$ cat config.mk
export PLATFORM = sky130hd
export DESIGN_NAME = sincos_mapper
export DESIGN_NICKNAME = d
export VERILOG_FILES = /design/src/rtl/sincos_pkg.sv /design/src/rtl/sincos_fold.sv /design/src/rtl/sincos_interp.sv /design/src/rtl/sincos_mapper.sv
export SDC_FILE = /design/constraint.sdc
export NUM_CORES = 1
export LEC_CHECK = 0
export BUFFER_PORTS_ARGS = -buffer_cell sky130_fd_sc_hd__buf_4
export CELL_PAD_IN_SITES_DETAIL_PLACEMENT = 1
export CELL_PAD_IN_SITES_GLOBAL_PLACEMENT = 2
export CORE_ASPECT_RATIO = 2
export CORE_MARGIN = 4
export CORE_UTILIZATION = 39
export DETAILED_ROUTE_END_ITERATION = 16
export HOLD_SLACK_MARGIN = 0.03
export PLACE_DENSITY = 0.95
export RECOVER_POWER = 50
export SETUP_SLACK_MARGIN = 0.15
export SLEW_MARGIN = 10
export SYNTH_ARGS = -nofsm -noshare
export SYNTH_HDL_FRONTEND = slang
export SYNTH_SLANG_ARGS = --single-unit
$ cat constraint.sdc
create_clock -name clk -period 14.3 [get_ports clk]
set_input_delay 2.145 -clock clk [delete_from_list [all_inputs] [get_ports clk]]
set_output_delay 2.145 -clock clk [all_outputs]
set_load 0.05 [all_outputs]
$ cat src/rtl/sincos_pkg.sv
package sincos_pkg;

    localparam real PI_R = 3.14159265358979323846;

    // First-quadrant sine sample i of seg, scaled to amp and rounded.
    // Taylor series in real arithmetic, evaluated only at elaboration.
    function automatic int qsin_entry(input int i, input int seg, input int amp);
        real x;
        real term;
        real sum;
        int  k;
        int  ic;
        ic   = (i > seg) ? seg : i;
        x    = (PI_R / 2.0) * real'(ic) / real'(seg);
        term = x;
        sum  = x;
        for (k = 1; k < 10; k++) begin
            term = -term * x * x / real'((2 * k) * (2 * k + 1));
            sum  = sum + term;
        end
        sum = sum * real'(amp) + 0.5;
        if (sum > real'(amp)) sum = real'(amp);
        if (sum < 0.0) sum = 0.0;
        return $rtoi(sum);
    endfunction

endpackage

$ cat src/rtl/sincos_fold.sv
module sincos_fold #(
    parameter int ADDR_W = 20,
    localparam int QW    = ADDR_W - 2
) (
    input  logic [ADDR_W-1:0] ang_i,
    output logic [QW:0]       pos_o,
    output logic              neg_o
);
    logic [1:0]    quad;
    logic [QW-1:0] low;

    always_comb begin
        quad = ang_i[ADDR_W-1 -: 2];
        low  = ang_i[QW-1:0];
        // odd quadrants run backwards from the quarter-turn point
        if (quad[0]) pos_o = (QW+1)'(1 << QW) - {1'b0, low};
        else         pos_o = {1'b0, low};
        // second half of the turn is negative
        neg_o = quad[1];
    end
endmodule

$ cat src/rtl/sincos_interp.sv
module sincos_interp
    import sincos_pkg::*;
#(
    parameter int ADDR_W   = 20,
    parameter int OUT_W    = 16,
    parameter int TBL_BITS = 7,
    localparam int QW      = ADDR_W - 2,
    localparam int FRAC_W  = QW - TBL_BITS,
    localparam int SEG     = 1 << TBL_BITS,
    localparam int MW      = OUT_W - 1,
    localparam int AMP     = (1 << MW) - 1,
    localparam int AW      = MW + FRAC_W + 1
) (
    input  logic [QW:0]   pos_i,
    output logic [MW-1:0] mag_o
);
    logic [MW-1:0] tbl [0:SEG+1];

    for (genvar g = 0; g < SEG + 2; g++) begin : g_tbl
        assign tbl[g] = MW'(qsin_entry(g, SEG, AMP));
    end

    logic [TBL_BITS:0]   idx_d;
    logic [TBL_BITS:0]   idx1_d;
    logic [FRAC_W-1:0]   frac_d;
    logic [MW-1:0]       lo_d;
    logic [MW-1:0]       hi_d;
    logic [MW-1:0]       diff_d;
    logic [AW-1:0]       prod_d;
    logic [AW-1:0]       acc_d;
    logic [AW-FRAC_W-1:0] res_d;

    always_comb begin
        idx_d  = pos_i[QW:FRAC_W];
        idx1_d = idx_d + (TBL_BITS+1)'(1);
        frac_d = pos_i[FRAC_W-1:0];
        lo_d   = tbl[idx_d];
        hi_d   = tbl[idx1_d];
        diff_d = (hi_d >= lo_d) ? (hi_d - lo_d) : '0;
        prod_d = {{(FRAC_W+1){1'b0}}, diff_d} * {{(MW+1){1'b0}}, frac_d};
        acc_d  = {1'b0, lo_d, {FRAC_W{1'b0}}} + prod_d + AW'(1 << (FRAC_W - 1));
        res_d  = acc_d[AW-1:FRAC_W];
        mag_o  = (res_d > (AW-FRAC_W)'(AMP)) ? MW'(AMP) : res_d[MW-1:0];
    end
endmodule

$ cat src/rtl/sincos_mapper.sv
module sincos_mapper #(
    parameter int PHASE_W  = 32,
    parameter int ADDR_W   = 20,
    parameter int OUT_W    = 16,
    parameter int TBL_BITS = 7,
    localparam int QW      = ADDR_W - 2,
    localparam int MW      = OUT_W - 1
) (
    input  logic               clk,
    input  logic               rst_n,
    input  logic [PHASE_W-1:0] phase_i,
    input  logic               vld_i,
    input  logic               wave_en_i,
    output logic [OUT_W-1:0]   sin_o,
    output logic [OUT_W-1:0]   cos_o,
    output logic               vld_o
);
    localparam logic [ADDR_W-1:0] QUARTER = ADDR_W'(1 << (ADDR_W - 2));

    typedef struct packed {
        logic               vld;
        logic               byp;
        logic [PHASE_W-1:0] raw;
        logic [QW:0]        s_pos;
        logic               s_neg;
        logic [QW:0]        c_pos;
        logic               c_neg;
    } st1_t;

    typedef struct packed {
        logic             vld;
        logic [OUT_W-1:0] sin;
        logic [OUT_W-1:0] cos;
    } st2_t;

    st1_t st1_d, st1_q;
    st2_t st2_d, st2_q;

    logic [ADDR_W-1:0] s_ang_d;
    logic [ADDR_W-1:0] c_ang_d;
    logic [QW:0]       s_pos_w, c_pos_w;
    logic              s_neg_w, c_neg_w;
    logic [MW-1:0]     s_mag_w, c_mag_w;

    assign s_ang_d = phase_i[PHASE_W-1 -: ADDR_W];
    assign c_ang_d = s_ang_d + QUARTER;

    sincos_fold #(.ADDR_W(ADDR_W)) u_fold_sin (
        .ang_i (s_ang_d), .pos_o (s_pos_w), .neg_o (s_neg_w)
    );
    sincos_fold #(.ADDR_W(ADDR_W)) u_fold_cos (
        .ang_i (c_ang_d), .pos_o (c_pos_w), .neg_o (c_neg_w)
    );

    sincos_interp #(.ADDR_W(ADDR_W), .OUT_W(OUT_W), .TBL_BITS(TBL_BITS)) u_interp_sin (
        .pos_i (st1_q.s_pos), .mag_o (s_mag_w)
    );
    sincos_interp #(.ADDR_W(ADDR_W), .OUT_W(OUT_W), .TBL_BITS(TBL_BITS)) u_interp_cos (
        .pos_i (st1_q.c_pos), .mag_o (c_mag_w)
    );

    function automatic logic [OUT_W-1:0] apply_sign(input logic neg, input logic [MW-1:0] mag);
        logic [OUT_W-1:0] m;
        m = {1'b0, mag};
        return neg ? (~m + OUT_W'(1)) : m;
    endfunction

    always_comb begin
        // stage 1: fold both angles, keep raw word for forwarding
        st1_d.vld   = vld_i;
        st1_d.byp   = ~wave_en_i;
        st1_d.raw   = phase_i;
        st1_d.s_pos = s_pos_w;
        st1_d.s_neg = s_neg_w;
        st1_d.c_pos = c_pos_w;
        st1_d.c_neg = c_neg_w;
        // stage 2: interpolate, restore sign or forward raw bits
        st2_d.vld = st1_q.vld;
        if (st1_q.byp) begin
            st2_d.sin = st1_q.raw[PHASE_W-1 -: OUT_W];
            st2_d.cos = st1_q.raw[PHASE_W-OUT_W-1 -: OUT_W];
        end else begin
            st2_d.sin = apply_sign(st1_q.s_neg, s_mag_w);
            st2_d.cos = apply_sign(st1_q.c_neg, c_mag_w);
        end
    end

    always_ff @(posedge clk or negedge rst_n) begin
        if (!rst_n) begin
            st1_q <= '0;
            st2_q <= '0;
        end else begin
            st1_q <= st1_d;
            st2_q <= st2_d;
        end
    end

    assign sin_o = st2_q.sin;
    assign cos_o = st2_q.cos;
    assign vld_o = st2_q.vld;

    AST_VLD_PIPE: assert property (@(posedge clk) disable iff (!rst_n)
        vld_o == $past(st1_q.vld));
    AST_NO_NEG_FULL: assert property (@(posedge clk) disable iff (!rst_n)
        $past(!st1_q.byp) |-> (sin_o != {1'b1, {MW{1'b0}}}) && (cos_o != {1'b1, {MW{1'b0}}}));
    AST_BYPASS_FWD: assert property (@(posedge clk) disable iff (!rst_n)
        st1_q.byp |=> sin_o == $past(st1_q.raw[PHASE_W-1 -: OUT_W]));
    AST_SIN_SIGN_POS: assert property (@(posedge clk) disable iff (!rst_n)
        (!st1_q.byp && !st1_q.s_neg) |=> !sin_o[OUT_W-1]);
    AST_SIN_SIGN_NEG: assert property (@(posedge clk) disable iff (!rst_n)
        (!st1_q.byp && st1_q.s_neg) |=> (sin_o[OUT_W-1] || sin_o == '0));
endmodule

; After elaboration in Yosys (flattened, before gate mapping)
; Memory sizes are Yosys's and may differ from the RTL's.
; Cells that the tools add are included.
; W data, S select, Z words.
[word_totals]
register_bits = 107
mem_bits_ro = 15360
in_bits = 36
out_inout_bits = 33
word_cells = 61
mem_count = 4
[memory_table]
columns = memory, words, width, rd, rd_ports_with_merged_regs, write_ports, line
row1 = (no name shown), 256, 15, 1, 0, 0, sincos_interp.sv:37  ; lo_d = tbl[idx_d];
row2 = (no name shown), 256, 15, 1, 0, 0, sincos_interp.sv:38  ; hi_d = tbl[idx1_d];
row3 = (no name shown), 256, 15, 1, 0, 0, sincos_interp.sv:37
row4 = (no name shown), 256, 15, 1, 0, 0, sincos_interp.sv:38
[classes]
add_sub_neg = 13
multipliers = 2
order_cmp = 8
muxes = 17
n_bitwise = 7
[ops]
columns = cell, n
row1 = $mux W15, 12
row2 = $add A26 B26 Y27, 2
row3 = $add A27 B11 Y27 const B, 2
row4 = $mul A15 B11 Y26, 2
row5 = $mux W19, 2
row6 = $sub A19 B18 Y19 const A, 2
row7 = $ge A9 B9 Y1 const B, 4
row8 = $not A8 Y9, 4
row9 = $add A16 B1 Y16 const B, 2
row10 = $gt A16 B15 Y1 const B, 2
row11 = $mux W16, 2
row12 = $mux W32, 1
row13 = $not A15 Y16, 2
row14 = $ge A15 B15 Y1, 2
row15 = $sub A15 B15 Y15, 2
row16 = $add A20 B19 Y20 const B, 1
row17 = $add A8 B1 Y8 const B, 2
row18 = $not A1 Y1, 1

; Depth between registers and ports, before layout
[logic_depth]
word_depth = 16
ltp_mapped = 54
mapped_depth_nobuf = 48

; By module
; A second synthesis with hierarchy kept.
[unflattened]
cells_unflattened = 3766
area_unflattened_um2 = 28143.2
[by_module_without_submodules]
columns = mod, instances, cells_each, area_each_um2, seq_area_each_um2
row1 = sincos_interp (u_interp_sin), 1, 1713, 11935.2, 0.0
row2 = sincos_interp (u_interp_cos), 1, 1649, 11631.2, 0.0
row3 = sincos_mapper, 1, 280, 3733.6, 2677.6
row4 = sincos_fold, 2, 62, 421.7, 0.0

; Worst setup path before layout
; No wires, ideal clock.
[synth_path]
kind = register -> register
start = reg st1_q[32] in the netlist's numbering
end = reg st2_q, in the netlist sin_o[14]
setup_ns = 0.135
arrival_time_ns = 11.217
t_required_ns = 14.165
path_slack_ns = 2.948
path_stages_with_launch = 51
path_buffers = 5
synth_period_minus_slack_ns = 11.352
cell_sequence = dfrtp_1 ha_1 inv_1 ha_1 clkbuf_1 clkinv_1 clkbuf_1 ha_1 nor2_1 nand2_1 nand2_1 a22oi_1 o21ai_0 nand2_1 o311ai_0 o311ai_0 ha_1 a21o_1 [... 15 more ...] inv_1 fa_1 inv_1 ha_1 and2_0 a21boi_0 nand2_1 o31a_1 a31o_2 xnor2_1 clkbuf_1 nor2_1 ha_1 nor2b_1 nand4_1 o41ai_1 xor2_1 o21ai_0
[synth_lines]
columns = item, line
row1 = "start, declared", sincos_mapper.sv:36  ; st1_t st1_d, st1_q;
row2 = "start signal, assigned", sincos_mapper.sv:93  ; st1_q <= st1_d;
row3 = "end signal, assigned", sincos_mapper.sv:94  ; st2_q <= st2_d;
row4 = "end, declared", sincos_mapper.sv:37  ; st2_t st2_d, st2_q;

==> results.ini <==
[status]
status = finished, violations left
violations = max-capacitance violations, max-slew violations

[sta]
fin_crit_sh = 0.933
worst_pin_slew_ns = 2.60
hold_viol = 0
setup_viol = 0
slew_headroom = -0.732
fin_skew_ns = 0.0109
tns_ns = 0
rsz0062_at_grt = false
finalWorstSetupSlack_ns = 0.963
fmax_mhz = 75.0
period_needed_ns = 13.34
slew_viol_final = 90

[synth]
synth_top_area_share = 0.193
yosys_register_bits = 104
synth-edff-count = 0
async_reset_ff_frac = 1.00
synth_cell_types = 87
yosysSeqAreaShare = 0.0956
ys.flop_type = dfrtp_1
yosys-top-cells-area = fa_1, ha_1, dfrtp_1
yosys_warnings = 0
synth_nets = 4259
syn_area_per_cell_sq_um = 7.31
ys_top_cells_by_count = nand2_1, inv_1, nor2_1
yosys.area.top_type = fa_1
netlist_area_sq_um = 27200
synth.most_common_cell = nand2_1
synthCells = 3722

[clocking]
cts-buffers-inserted = 9
clk_latency_ns = 0.36
h-tree-depth = 3
cts.clk_slew.worst_paths_ns = 0.08
cts_sinks = 104
cts_tree = built
cts_setup_buffers = 0
clk_path_buf_depth = 2
cts_root_buf = clkbuf_16
cts_hold_buf = 0

[global_routing]
grt.overflow.total = 0
globalRouteMet1Util = 0.296
use_met2 = 0.607
top_usage_layer = met2
grt_max_degree = 75
use_met3 = 0.0275
grt_usage = 0.316
grt_pass1_wl_mm = 183
antenna_found_initial = 3
grt_pass1_vias = 30800

[placement]
port_buffers = 68
routabilityCongestion = 0.986
dpl-instance-area_sq_um = 28900
hpwlAfterDp_mm = 94.6
pre_cts_slack_ns = 0.652

[critical_path]
cpPeakStageDelay_ns = 0.69
cp_num_buf_inv = 5
cp_max_fo = 65
arrival_ns = 13.55
end_kind = register
crit_type = reg2reg
cp-start-kind = register
crit_slowest_cell = dfrtp_2
crit_top_cell = fa_1
required_ns = 14.51
crit_family = adder cells

[floorplan]
ios = 69
die_area_sq_um = 74300
rows = 136
fp.coreArea_sq_um = 68900
die_h_microns = 382
die_x_microns = 195
start_util = 0.395

[drt]
drt-total-wl_mm = 120
drtIter0Drc = 2181
vias = 28500
first_pass_iters = 5
drc_errors = 0
wire_per_inst_microns = 26.4
antenna_left = 0
viasPerCell = 6.28

[finish]
finalNetCount = 4178
final-seq-area_sq_um = 2610
final_layout_size_suffix_gt1_frac = 0.0631
fillerInstances = 8772
syn2layout_area_growth_pct = 6.50
fin_area_sq_um = 29000
multi_input_area_sq_um = 22000

[worst_hold_path]
holdCritPathClass = reg2reg

[run]
maxCapViolCount = 2

-- worst paths after layout --
path | startpoint | slack, ns | end | depth (start not counted)
max in group asynchronous | rst_n | 9.77 | st1_q[15]$_DFF_PN0_ | 2
min in group asynchronous | rst_n | 2.59 | st1_q[48]$_DFF_PN0_ | 1
max reg2reg | st1_q[13]$_DFF_PN0_ | 0.96 | cos_o[12]$_DFF_PN0_ | 43
max | st1_q[13]$_DFF_PN0_ | 0.96 | cos_o[12]$_DFF_PN0_ | 43
min reg2reg | st1_q[73]$_DFF_PN0_ | 0.36 | vld_o$_DFF_PN0_ | 0
min | st1_q[73]$_DFF_PN0_ | 0.36 | vld_o$_DFF_PN0_ | 0
-- worst register-to-register path, delay by kind of cell (launching register included) --
kind	cells	cell delay [ns]
compound gates	16	3.94
xor+xnor	3	0.74
fa+ha+maj	9	4.08
buf+inv	5	0.73
flops	1	0.69
simple gates	10	3.02
-- layout make-up --
class,instances,share of cell area
multi-input cells,2895,0.759
flip-flops and latches,104,0.0902
inverters,440,0.0570
repair buffers,191,0.0451
well taps,897,0.0387
clock buffers,10,0.00790
clock inverters,6,0.00173
diodes,3,0.000259
-- per-stage QoR --
stage,util,hold WS [ns],std cells
after floorplan,-,0.331,3722
after global placement,0.419,0.333,4527
after detailed placement,0.419,0.343,4527
after CTS,0.423,0.361,4543
after global routing,0.421,0.369,4544
final,0.421,0.359,4546
-- placed cells by master (no fill, tap or decap), types with 23 or more instances in the layout --
cell / Yosys / layout
nand2_1: 492 / 492
a31oi_1: 53 / 53
a211oi_1: 99 / 98
or3_1: 29 / 29
o211ai_1: 73 / 73
nand4_1: 23 / 23
a311oi_1: 27 / 26
a21o_1: 26 / 26
xnor2_1: 79 / 69
nor3_1: 90 / 90
nand2b_1: 38 / 38
nand3_1: 66 / 66
xor2_1: 48 / 48
dfrtp_1: 104 / 97
buf_4: 0 / 126
nor2_1: 307 / 305
a21oi_1: 256 / 256
ha_1: 239 / 237
inv_1: 430 / 430
and2_1: 93 / 93
fa_1: 262 / 262
o22ai_1: 23 / 23
o21ai_0: 227 / 227
clkbuf_1: 241 / 48
o311ai_0: 33 / 32
-- routing by layer --
layer	part of all wire	routed length [microns]	vias up
li1	-	-	12500
met1	0.31	37600	14300
met2	0.54	64500	1157
met3	0.041	4970	584
met4	0.11	12900	4
met5	0.00023	27	-
-- state kept, by name, summed over array words and instances (netlist names) --
register / count
st1_q: 71
cos_o: 16
sin_o: 16
vld_o: 1
-- logic make-up after synthesis --
| family | synth area share |
|---|---|
| compound gates | 0.235 |
| fa+ha+maj | 0.303 |
| buf+inv | 0.0999 |
| xor+xnor | 0.0409 |
| simple gates | 0.208 |
| flops | 0.0956 |
| mux | 0.0169 |
-- repair_timing --
| action | 4_1_cts | 5_1_grt |
|---|---|---|
| hold endpoints to repair | 0 | 0 |
| endpoints found under the setup margin | 0 | 3 |
| gates resized for setup | 0 | 3 |
Power is not shown: default switching activity piles up to over one toggle a cycle in this logic, so the estimate is an artifact.
